[config.mk]
export PLATFORM = sky130hd
export DESIGN_NAME = rxr_dma_ring
export DESIGN_NICKNAME = d
export VERILOG_FILES = /design/src/rtl/rxr_pkg.sv /design/src/rtl/rxr_set.sv /design/src/rtl/rxr_wr.sv /design/src/rtl/rxr_dma_ring.sv
export SDC_FILE = /design/constraint.sdc
export NUM_CORES = 1
export LEC_CHECK = 0
export ABC_AREA = 1
export BUFFER_PORTS_ARGS = -buffer_cell sky130_fd_sc_hd__buf_2
export CORE_AREA = 2 2 141 143
export DETAILED_ROUTE_END_ITERATION = 10
export DIE_AREA = 0 0 143 145
export GPL_ROUTABILITY_DRIVEN = 0
export PLACE_DENSITY = 0.91
export SLEW_MARGIN = 20
export SYNTH_ARGS = -nofsm -noshare
export SYNTH_HDL_FRONTEND = slang
export SYNTH_HIERARCHICAL = 1
export SYNTH_SLANG_ARGS = --single-unit
[constraint.sdc]
create_clock -name clk -period 5.8 [get_ports clk]
set_input_delay 1.16 -clock clk [delete_from_list [all_inputs] [get_ports clk]]
set_output_delay 1.16 -clock clk [all_outputs]
set_load 0.01 [all_outputs]
[src/rtl/rxr_pkg.sv]
`timescale 1ns/1ps
package rxr_pkg;
  localparam logic [15:0] CMD_LOAD    = 16'h0100;
  localparam logic [15:0] CMD_ARM     = 16'h9800;
  localparam logic [15:0] CMD_PAUSE   = 16'h1100;
  localparam logic [15:0] CTL_QUIESCE = 16'h8800;
  localparam logic [15:0] CTL_GO      = 16'h0400;
  localparam logic [15:0] CTL_OFF     = 16'h1000;
  localparam int HDR_BYTES = 16;
  localparam int LEN_W     = 12;
  localparam int MISS_W    = 8;

  typedef enum logic [1:0] {
    WS_BODY   = 2'd0,
    WS_HDR_LO = 2'd1,
    WS_HDR_ST = 2'd2
  } wr_st_e;

  typedef enum logic [1:0] {
    RG_CMD  = 2'd0,
    RG_BASE = 2'd1,
    RG_REM  = 2'd2,
    RG_NONE = 2'd3
  } set_reg_e;
endpackage

[src/rtl/rxr_set.sv]
`timescale 1ns/1ps
module rxr_set
  import rxr_pkg::*;
#(
  parameter int AW = 24,
  parameter int CW = 4
) (
  input  logic          clk,
  input  logic          rst_n,
  input  logic          we_base,
  input  logic          we_rem,
  input  logic          we_cmd,
  input  logic [31:0]   wdata,
  input  logic          commit,
  output logic [AW-1:0] base_o,
  output logic [CW-1:0] rem_o,
  output logic [CW-1:0] idx_o,
  output logic          armed_o,
  output logic          bad_arm_o
);
  logic [AW-1:0] base_q, base_n;
  logic [CW-1:0] rem_q, rem_n, idx_q, idx_n;
  logic          armed_q, armed_n, bad_n;

  always_comb begin
    base_n  = base_q;
    rem_n   = rem_q;
    idx_n   = idx_q;
    armed_n = armed_q;
    bad_n   = 1'b0;
    if (commit) begin
      idx_n = idx_q + CW'(1);
      if (rem_q != '0) rem_n = rem_q - CW'(1);
      if (rem_q == CW'(1)) armed_n = 1'b0;
    end
    if (we_base) base_n = wdata[AW-1:0];
    if (we_rem) begin
      rem_n = wdata[CW-1:0];
      idx_n = '0;
    end
    if (we_cmd) begin
      case (wdata[15:0])
        CMD_LOAD, CMD_PAUSE: armed_n = 1'b0;
        CMD_ARM: begin
          if (rem_n != '0) armed_n = 1'b1;
          else begin
            armed_n = 1'b0;
            bad_n   = 1'b1;
          end
        end
        default: ;
      endcase
    end
  end

  always_ff @(posedge clk or negedge rst_n) begin
    if (!rst_n) begin
      base_q  <= '0;
      rem_q   <= '0;
      idx_q   <= '0;
      armed_q <= 1'b0;
    end else begin
      base_q  <= base_n;
      rem_q   <= rem_n;
      idx_q   <= idx_n;
      armed_q <= armed_n;
    end
  end

  assign base_o    = base_q;
  assign rem_o     = rem_q;
  assign idx_o     = idx_q;
  assign armed_o   = armed_q;
  assign bad_arm_o = bad_n;

  AST_DRAIN_DISARMS: assert property (@(posedge clk) disable iff (!rst_n)
    (commit && rem_q == CW'(1) && !we_rem && !we_cmd) |=> !armed_q);
  AST_REM_STEP: assert property (@(posedge clk) disable iff (!rst_n)
    (commit && rem_q != '0 && !we_rem) |=> (rem_q == $past(rem_q) - CW'(1)));
  AST_ZERO_ARM_REFUSED: assert property (@(posedge clk) disable iff (!rst_n)
    (we_cmd && wdata[15:0] == CMD_ARM && rem_q == '0 && !we_rem) |=> !armed_q);
endmodule

[src/rtl/rxr_wr.sv]
`timescale 1ns/1ps
module rxr_wr
  import rxr_pkg::*;
#(
  parameter int AW       = 24,
  parameter int BUF_LOG2 = 11
) (
  input  logic          clk,
  input  logic          rst_n,
  input  logic          rx_valid,
  input  logic [7:0]    rx_data,
  input  logic          rx_last,
  input  logic [2:0]    rx_err,
  input  logic          accept_ok,
  input  logic [AW-1:0] frame_base,
  input  logic          act_set,
  output logic          mem_we,
  output logic [AW-1:0] mem_addr,
  output logic [7:0]    mem_wdata,
  output logic          commit_o,
  output logic          commit_set_o,
  output logic          miss_o
);
  localparam int BUF_BYTES = 1 << BUF_LOG2;
  localparam int PAY       = BUF_BYTES - HDR_BYTES;
  localparam logic [LEN_W-1:0] PAY_L = LEN_W'(PAY);

  wr_st_e           st_q, st_n;
  logic             in_q, in_n, keep_q, keep_n, ovf_q, ovf_n;
  logic [LEN_W-1:0] cnt_q, cnt_n;
  logic [3:0]       flg_q, flg_n;
  logic [AW-1:0]    fbase_q, fbase_n, addr_n;
  logic             fset_q, fset_n, we_n, commit_n, miss_n;
  logic [7:0]       data_n;

  logic             first, take;
  logic [AW-1:0]    base_sel;
  logic [LEN_W-1:0] cnt_cur;

  assign first    = !in_q;
  assign take     = first ? accept_ok : keep_q;
  assign base_sel = first ? frame_base : fbase_q;
  assign cnt_cur  = first ? '0 : cnt_q;

  always_comb begin
    st_n     = st_q;
    in_n     = in_q;
    keep_n   = keep_q;
    cnt_n    = cnt_q;
    ovf_n    = ovf_q;
    flg_n    = flg_q;
    fbase_n  = fbase_q;
    fset_n   = fset_q;
    we_n     = 1'b0;
    addr_n   = mem_addr;
    data_n   = mem_wdata;
    commit_n = 1'b0;
    miss_n   = 1'b0;
    case (st_q)
      WS_BODY: begin
        if (rx_valid) begin
          if (first) begin
            keep_n  = accept_ok;
            fbase_n = frame_base;
            fset_n  = act_set;
            cnt_n   = '0;
            ovf_n   = 1'b0;
          end
          if (take) begin
            if (cnt_cur < PAY_L) begin
              we_n   = 1'b1;
              addr_n = base_sel + AW'(HDR_BYTES) + AW'(cnt_cur);
              data_n = rx_data;
              cnt_n  = cnt_cur + LEN_W'(1);
            end else begin
              ovf_n = 1'b1;
            end
          end
          in_n = !rx_last;
          if (rx_last) begin
            if (take) begin
              st_n  = WS_HDR_LO;
              flg_n = {ovf_n, rx_err};
            end else begin
              miss_n = 1'b1;
            end
          end
        end
      end
      WS_HDR_LO: begin
        we_n   = 1'b1;
        addr_n = fbase_q;
        data_n = cnt_q[7:0];
        st_n   = WS_HDR_ST;
      end
      WS_HDR_ST: begin
        we_n     = 1'b1;
        addr_n   = fbase_q + AW'(2);
        data_n   = {flg_q, cnt_q[11:8]};
        commit_n = 1'b1;
        st_n     = WS_BODY;
      end
      default: st_n = WS_BODY;
    endcase
  end

  always_ff @(posedge clk or negedge rst_n) begin
    if (!rst_n) begin
      st_q      <= WS_BODY;
      in_q      <= 1'b0;
      keep_q    <= 1'b0;
      cnt_q     <= '0;
      ovf_q     <= 1'b0;
      flg_q     <= '0;
      fbase_q   <= '0;
      fset_q    <= 1'b0;
      mem_we    <= 1'b0;
      mem_addr  <= '0;
      mem_wdata <= '0;
      commit_o  <= 1'b0;
      miss_o    <= 1'b0;
    end else begin
      st_q      <= st_n;
      in_q      <= in_n;
      keep_q    <= keep_n;
      cnt_q     <= cnt_n;
      ovf_q     <= ovf_n;
      flg_q     <= flg_n;
      fbase_q   <= fbase_n;
      fset_q    <= fset_n;
      mem_we    <= we_n;
      mem_addr  <= addr_n;
      mem_wdata <= data_n;
      commit_o  <= commit_n;
      miss_o    <= miss_n;
    end
  end

  assign commit_set_o = fset_q;

  AST_GAP_HONOURED: assert property (@(posedge clk) disable iff (!rst_n)
    (st_q != WS_BODY || commit_o) |-> !rx_valid);
  AST_WRITE_IN_BUFFER: assert property (@(posedge clk) disable iff (!rst_n)
    mem_we |-> ((mem_addr - fbase_q) < AW'(BUF_BYTES)));
  AST_HDR_CLOSES_FRAME: assert property (@(posedge clk) disable iff (!rst_n)
    $rose(commit_o) |-> (mem_we && mem_addr == fbase_q + AW'(2)));
endmodule

[src/rtl/rxr_dma_ring.sv]
`timescale 1ns/1ps
module rxr_dma_ring
  import rxr_pkg::*;
#(
  parameter int AW       = 24,
  parameter int CW       = 4,
  parameter int BUF_LOG2 = 11
) (
  input  logic          clk,
  input  logic          rst_n,
  input  logic          host_wr,
  input  logic [5:0]    host_addr,
  input  logic [31:0]   host_wdata,
  output logic [31:0]   host_rdata,
  input  logic          rx_valid,
  input  logic [7:0]    rx_data,
  input  logic          rx_last,
  input  logic [2:0]    rx_err,
  output logic          mem_we,
  output logic [AW-1:0] mem_addr,
  output logic [7:0]    mem_wdata,
  output logic          irq
);
  localparam int NSETS = 2;

  logic [1:0] rs_q;
  logic       rst_i;
  always_ff @(posedge clk or negedge rst_n) begin
    if (!rst_n) rs_q <= 2'b00;
    else        rs_q <= {rs_q[0], 1'b1};
  end
  assign rst_i = rs_q[1];

  logic [AW-1:0]   base_a [NSETS];
  logic [CW-1:0]   rem_a  [NSETS];
  logic [CW-1:0]   idx_a  [NSETS];
  logic [NSETS-1:0] armed_v, bad_v, commit_v;

  logic          set_wr, ctl_wr, ack_wr;
  logic          commit, commit_set, miss_p;
  logic [AW-1:0] frame_base;
  logic          run_q, run_n, act_q, act_n, evt_q, evt_n, err_q, err_n;
  logic [MISS_W-1:0] miss_q, miss_n;

  assign set_wr = host_wr && !host_addr[5];
  assign ctl_wr = host_wr && host_addr[5];
  assign ack_wr = set_wr && host_addr[3:2] == RG_CMD &&
                  (host_wdata[15:0] == CMD_PAUSE || host_wdata[15:0] == CMD_ARM);

  for (genvar g = 0; g < NSETS; g++) begin : g_set
    assign commit_v[g] = commit && (commit_set == 1'(g));
    rxr_set #(.AW(AW), .CW(CW)) u_set (
      .clk       (clk),
      .rst_n     (rst_i),
      .we_base   (set_wr && host_addr[4] == 1'(g) && host_addr[3:2] == RG_BASE),
      .we_rem    (set_wr && host_addr[4] == 1'(g) && host_addr[3:2] == RG_REM),
      .we_cmd    (set_wr && host_addr[4] == 1'(g) && host_addr[3:2] == RG_CMD),
      .wdata     (host_wdata),
      .commit    (commit_v[g]),
      .base_o    (base_a[g]),
      .rem_o     (rem_a[g]),
      .idx_o     (idx_a[g]),
      .armed_o   (armed_v[g]),
      .bad_arm_o (bad_v[g])
    );
  end

  assign frame_base = base_a[act_q] + (AW'(idx_a[act_q]) << BUF_LOG2);

  rxr_wr #(.AW(AW), .BUF_LOG2(BUF_LOG2)) u_wr (
    .clk          (clk),
    .rst_n        (rst_i),
    .rx_valid     (rx_valid),
    .rx_data      (rx_data),
    .rx_last      (rx_last),
    .rx_err       (rx_err),
    .accept_ok    (run_q && armed_v[act_q]),
    .frame_base   (frame_base),
    .act_set      (act_q),
    .mem_we       (mem_we),
    .mem_addr     (mem_addr),
    .mem_wdata    (mem_wdata),
    .commit_o     (commit),
    .commit_set_o (commit_set),
    .miss_o       (miss_p)
  );

  always_comb begin
    run_n  = run_q;
    act_n  = act_q;
    evt_n  = evt_q;
    err_n  = err_q;
    miss_n = miss_q;
    if (commit) begin
      evt_n = 1'b1;
      if (rem_a[commit_set] == CW'(1)) act_n = !commit_set;
    end
    if (|bad_v) err_n = 1'b1;
    if (ack_wr) evt_n = 1'b0;
    if (miss_p && miss_q != '1) miss_n = miss_q + MISS_W'(1);
    if (ctl_wr) begin
      case (host_wdata[15:0])
        CTL_QUIESCE: begin
          run_n = 1'b0;
          act_n = 1'b0;
          evt_n = 1'b0;
          err_n = 1'b0;
        end
        CTL_GO:  run_n = 1'b1;
        CTL_OFF: run_n = 1'b0;
        default: ;
      endcase
    end
  end

  always_ff @(posedge clk or negedge rst_i) begin
    if (!rst_i) begin
      run_q  <= 1'b0;
      act_q  <= 1'b0;
      evt_q  <= 1'b0;
      err_q  <= 1'b0;
      miss_q <= '0;
    end else begin
      run_q  <= run_n;
      act_q  <= act_n;
      evt_q  <= evt_n;
      err_q  <= err_n;
      miss_q <= miss_n;
    end
  end

  always_comb begin
    host_rdata = '0;
    if (host_addr[5]) begin
      host_rdata = {miss_q, 10'd0, err_q, 4'd0, evt_q, 3'd0, act_q, 3'd0, run_q};
    end else begin
      case (host_addr[3:2])
        RG_CMD:  host_rdata = {31'd0, armed_v[host_addr[4]]};
        RG_BASE: host_rdata = 32'(base_a[host_addr[4]]);
        RG_REM:  host_rdata = 32'(rem_a[host_addr[4]]);
        default: host_rdata = '0;
      endcase
    end
  end

  assign irq = evt_q || err_q;

  AST_ACK_DROPS_EVENT: assert property (@(posedge clk) disable iff (!rst_i)
    (ack_wr && !commit) |=> !evt_q);
  AST_ERR_RAISES_IRQ: assert property (@(posedge clk) disable iff (!rst_i)
    ((|bad_v) && !ctl_wr) |=> irq);
endmodule

==> results.txt <==
Worst Hold Path EP - rs_q[1]
Run status - finished, final reports clean
First drt pass iteration count - 6
Largest net degree at the start of global routing - 63
Vias per inst - 5.77
CP Max Fanout - 20
Core Util, Final - 65.4%
Syn Std Cell Area - 11300 sq um
Core area - 19200 sq um
Register area share after synthesis - 35.6%
Top_reg_cell synth - dfrtp_1
Mapped Cells - 1621
Worst R2R Setup Slack - 2.20 ns
Num CTS Buffers - 17
Clock skew - 0.00933 ns
RSZ-0062 raised after global routing - false
Hold path start - rs_q[0]
Number of DRC markers in iteration 0 - 1192
Wire length per cell - 15.5 um
Final hold violations - 0
Register bit total from synthesis - 161
Leading post-synthesis cells by cell area - dfrtp_1, nand2_1, inv_1
Vias in the first global route - 10863
Async SR Flop Fraction - 100%
Area Overhead vs Synth - 10.9%
H-Tree Depth - 4
Starting Density - 59.0%
Final hold slack - 0.348 ns
Most common cell on crit path - buf_2
Initial antenna violation count - 0
Hold Crit Depth - 0
Routing usage on met1 - 39.3%
Period minus WS final - 4.10 ns
CTS resizes - 0
M3 GR Usage - 5.45%
Total GRT Usage - 30.1%
Crit path arrival time - 2.94 ns
Area share of the largest cell type after synthesis - 35.6%
First-pass GRT wire length - 50.8 mm
Die height - 145 um
Critical path capture point type - output port
Post-Synthesis Net Count - 1717
Most common cell in the synthesized netlist - nand2_1
I/O Buffers - 109
Final setup fails - 0
Clock sinks - 161
Post-route ant nets - 0
R2R depth - 19
Die X - 143 um
CTS clk-pin slew, worst paths - 0.06 ns
Pwr per Cell Area - 314 nW/um^2
Area leader, netlist - dfrtp_1
Worst r2r dst - u_wr/mem_addr[23]
Measured slew at the worst slew-check pin - 1.11 ns
CP max stage cell - nand3_1
Worst path cell trace - buf_2 -> inv_1 -> nand3_1 -> o32ai_1 -> buf_2
Total Nets Final - 1798
Vias - 11412
Max-Cap Viols - 0
Syn_area_per_cell - 6.99 sq um
Top Usage Layer GRT - met2
Post-synth cell types - 50
CTS tree - yes
CTS Root Buffer Type - clkbuf_16
Crit path largest cell delay - 0.66 ns
Clk_lat worst skew - 0.43 ns
# rows - 51
Max Slew Vio Count - 0
Drt total wl - 30.7 mm
Post-CTS setup buffer count - 0
Fin Setup TNS - 0 ns
Number of synthesized flops with an enable pin - 0
Peak supply drop - 0.236 mV
Setup crit start kind - input pin
Residual DRC - 0
HP Class - reg -> reg
Remaining Overflow, GRT - 0
Hold bufs inserted after CTS - 0
Boundary pin count - 120
Overall power - 3950 uW
Synthesis Warnings - 6
Met2 Use GR - 49.2%
Layout cells sized above 1 - 16.5%
Worst R2R Start - act_q
Final period util - 70.8%
Fmax achieved - 0.244 GHz
ANT cells - 0
CP required - 4.64 ns
Die area - 20700 sq um
Synth top cells by count - nand2_1, inv_1, nor2_1
Leakage power - 0.00647 uW
HPWL after DPL - 21.8 mm
Worst rel slew slack - 25.8%
Clock buffer depth - 2
Critical Setup Path Class - in -> out
-- cells in the final DEF (no fill, tap or decap), types with 3 or more instances in the layout --
cell | synthesis | final
a21oi_1 | 88 | 88
a22oi_1 | 4 | 4
a31oi_1 | 7 | 7
buf_2 | 16 | 109
buf_4 | 4 | 10
bufinv_16 | 0 | 3
clkbuf_16 | 0 | 17
clkinv_1 | 5 | 5
dfrtp_1 | 161 | 160
ha_1 | 40 | 40
inv_1 | 172 | 172
inv_2 | 14 | 14
mux2_2 | 39 | 39
nand2_1 | 502 | 502
nand2_2 | 22 | 22
nand2_4 | 12 | 12
nand3_1 | 81 | 81
nand3_2 | 7 | 7
nand3b_1 | 3 | 3
nand4_1 | 17 | 17
nor2_1 | 172 | 170
nor2_2 | 22 | 24
nor3_1 | 7 | 7
nor3_2 | 3 | 3
o211ai_1 | 6 | 6
o21ai_0 | 107 | 107
o21ai_1 | 4 | 4
o21ai_2 | 3 | 3
o221ai_1 | 3 | 3
o22ai_1 | 8 | 8
o31ai_1 | 3 | 3
o32ai_1 | 3 | 3
xnor2_1 | 6 | 6
xor2_1 | 21 | 21
-- state kept, by name (all words and copies together), names as in the netlist, 2 cells and up --
name	cells
u_wr/flg_q	4
u_wr/cnt_q	12
g_set.u_set/idx_o	8
g_set.u_set/armed_o	2
u_wr/mem_addr	24
miss_q	8
g_set.u_set/rem_o	8
g_set.u_set/base_o	48
u_wr/mem_wdata	8
rs_q	2
u_wr/fbase_q	24
u_wr/st_q	2
-- worst max-delay path, delay by kind of cell --
kind | cells | cell delay [ns]
buf+inv | 3 | 0.58
simple gates | 1 | 0.66
compound gates | 1 | 0.53
-- metal layers --
metal	part of all wire [%]	vias up	wire, um
met5	0	-	0
met3	11	119	3300
met1	39	5258	11900
met2	47	685	14400
met4	3.6	0	1100
li1	-	5350	-
-- cells by family after synthesis --
family / share of synthesized area, %
flip-flops: 35.6
buffers and inverters: 9.38
other: 0.0331
adder cells (fa/ha/maj): 4.77
multiplexers: 3.88
AO/OA/AOI/OAI: 12.0
AND/OR/NAND/NOR: 32.3
XOR/XNOR: 2.09
-- worst max-delay path by stage --
stage,end,from,cells after the start
global route,host_rdata[0],host_addr[4],11
floorplan,act_q,rs_q[1],0
global placement,host_rdata[2],host_addr[4],8
CTS,host_rdata[13],host_addr[5],5
detailed placement,host_rdata[13],host_addr[5],5
finish,host_rdata[13],host_addr[5],5
-- power by group --
group	total (uW)	switching, uW	internal (uW)	leakage, uW
registers	1530	217	1310	0.00201
logic	1260	834	430	0.00416
clock network	1160	460	703	0.000299
total	3950	1510	2440	0.00647
-- cell type report --
class / count / area [sq um]
repair buffers: 119 / 621
flip-flops and latches: 161 / 4030
clock buffers: 20 / 457
well taps: 265 / 332
inverters: 193 / 729
clock inverters: 11 / 154
multi-input cells: 1210 / 6240
fillers: 1570 / 6640
-- stage by stage --
step                setup slack, ns  std cells  area, sq um
finish                         1.70       1979        12600
detailed placement             1.76       1948        12000
global placement               1.77       1948        12000
CTS                            1.76       1979        12600
floorplan                     0.982       1621        11300
global route                   1.51       1979        12600
Power figures use the tool's default switching activity.
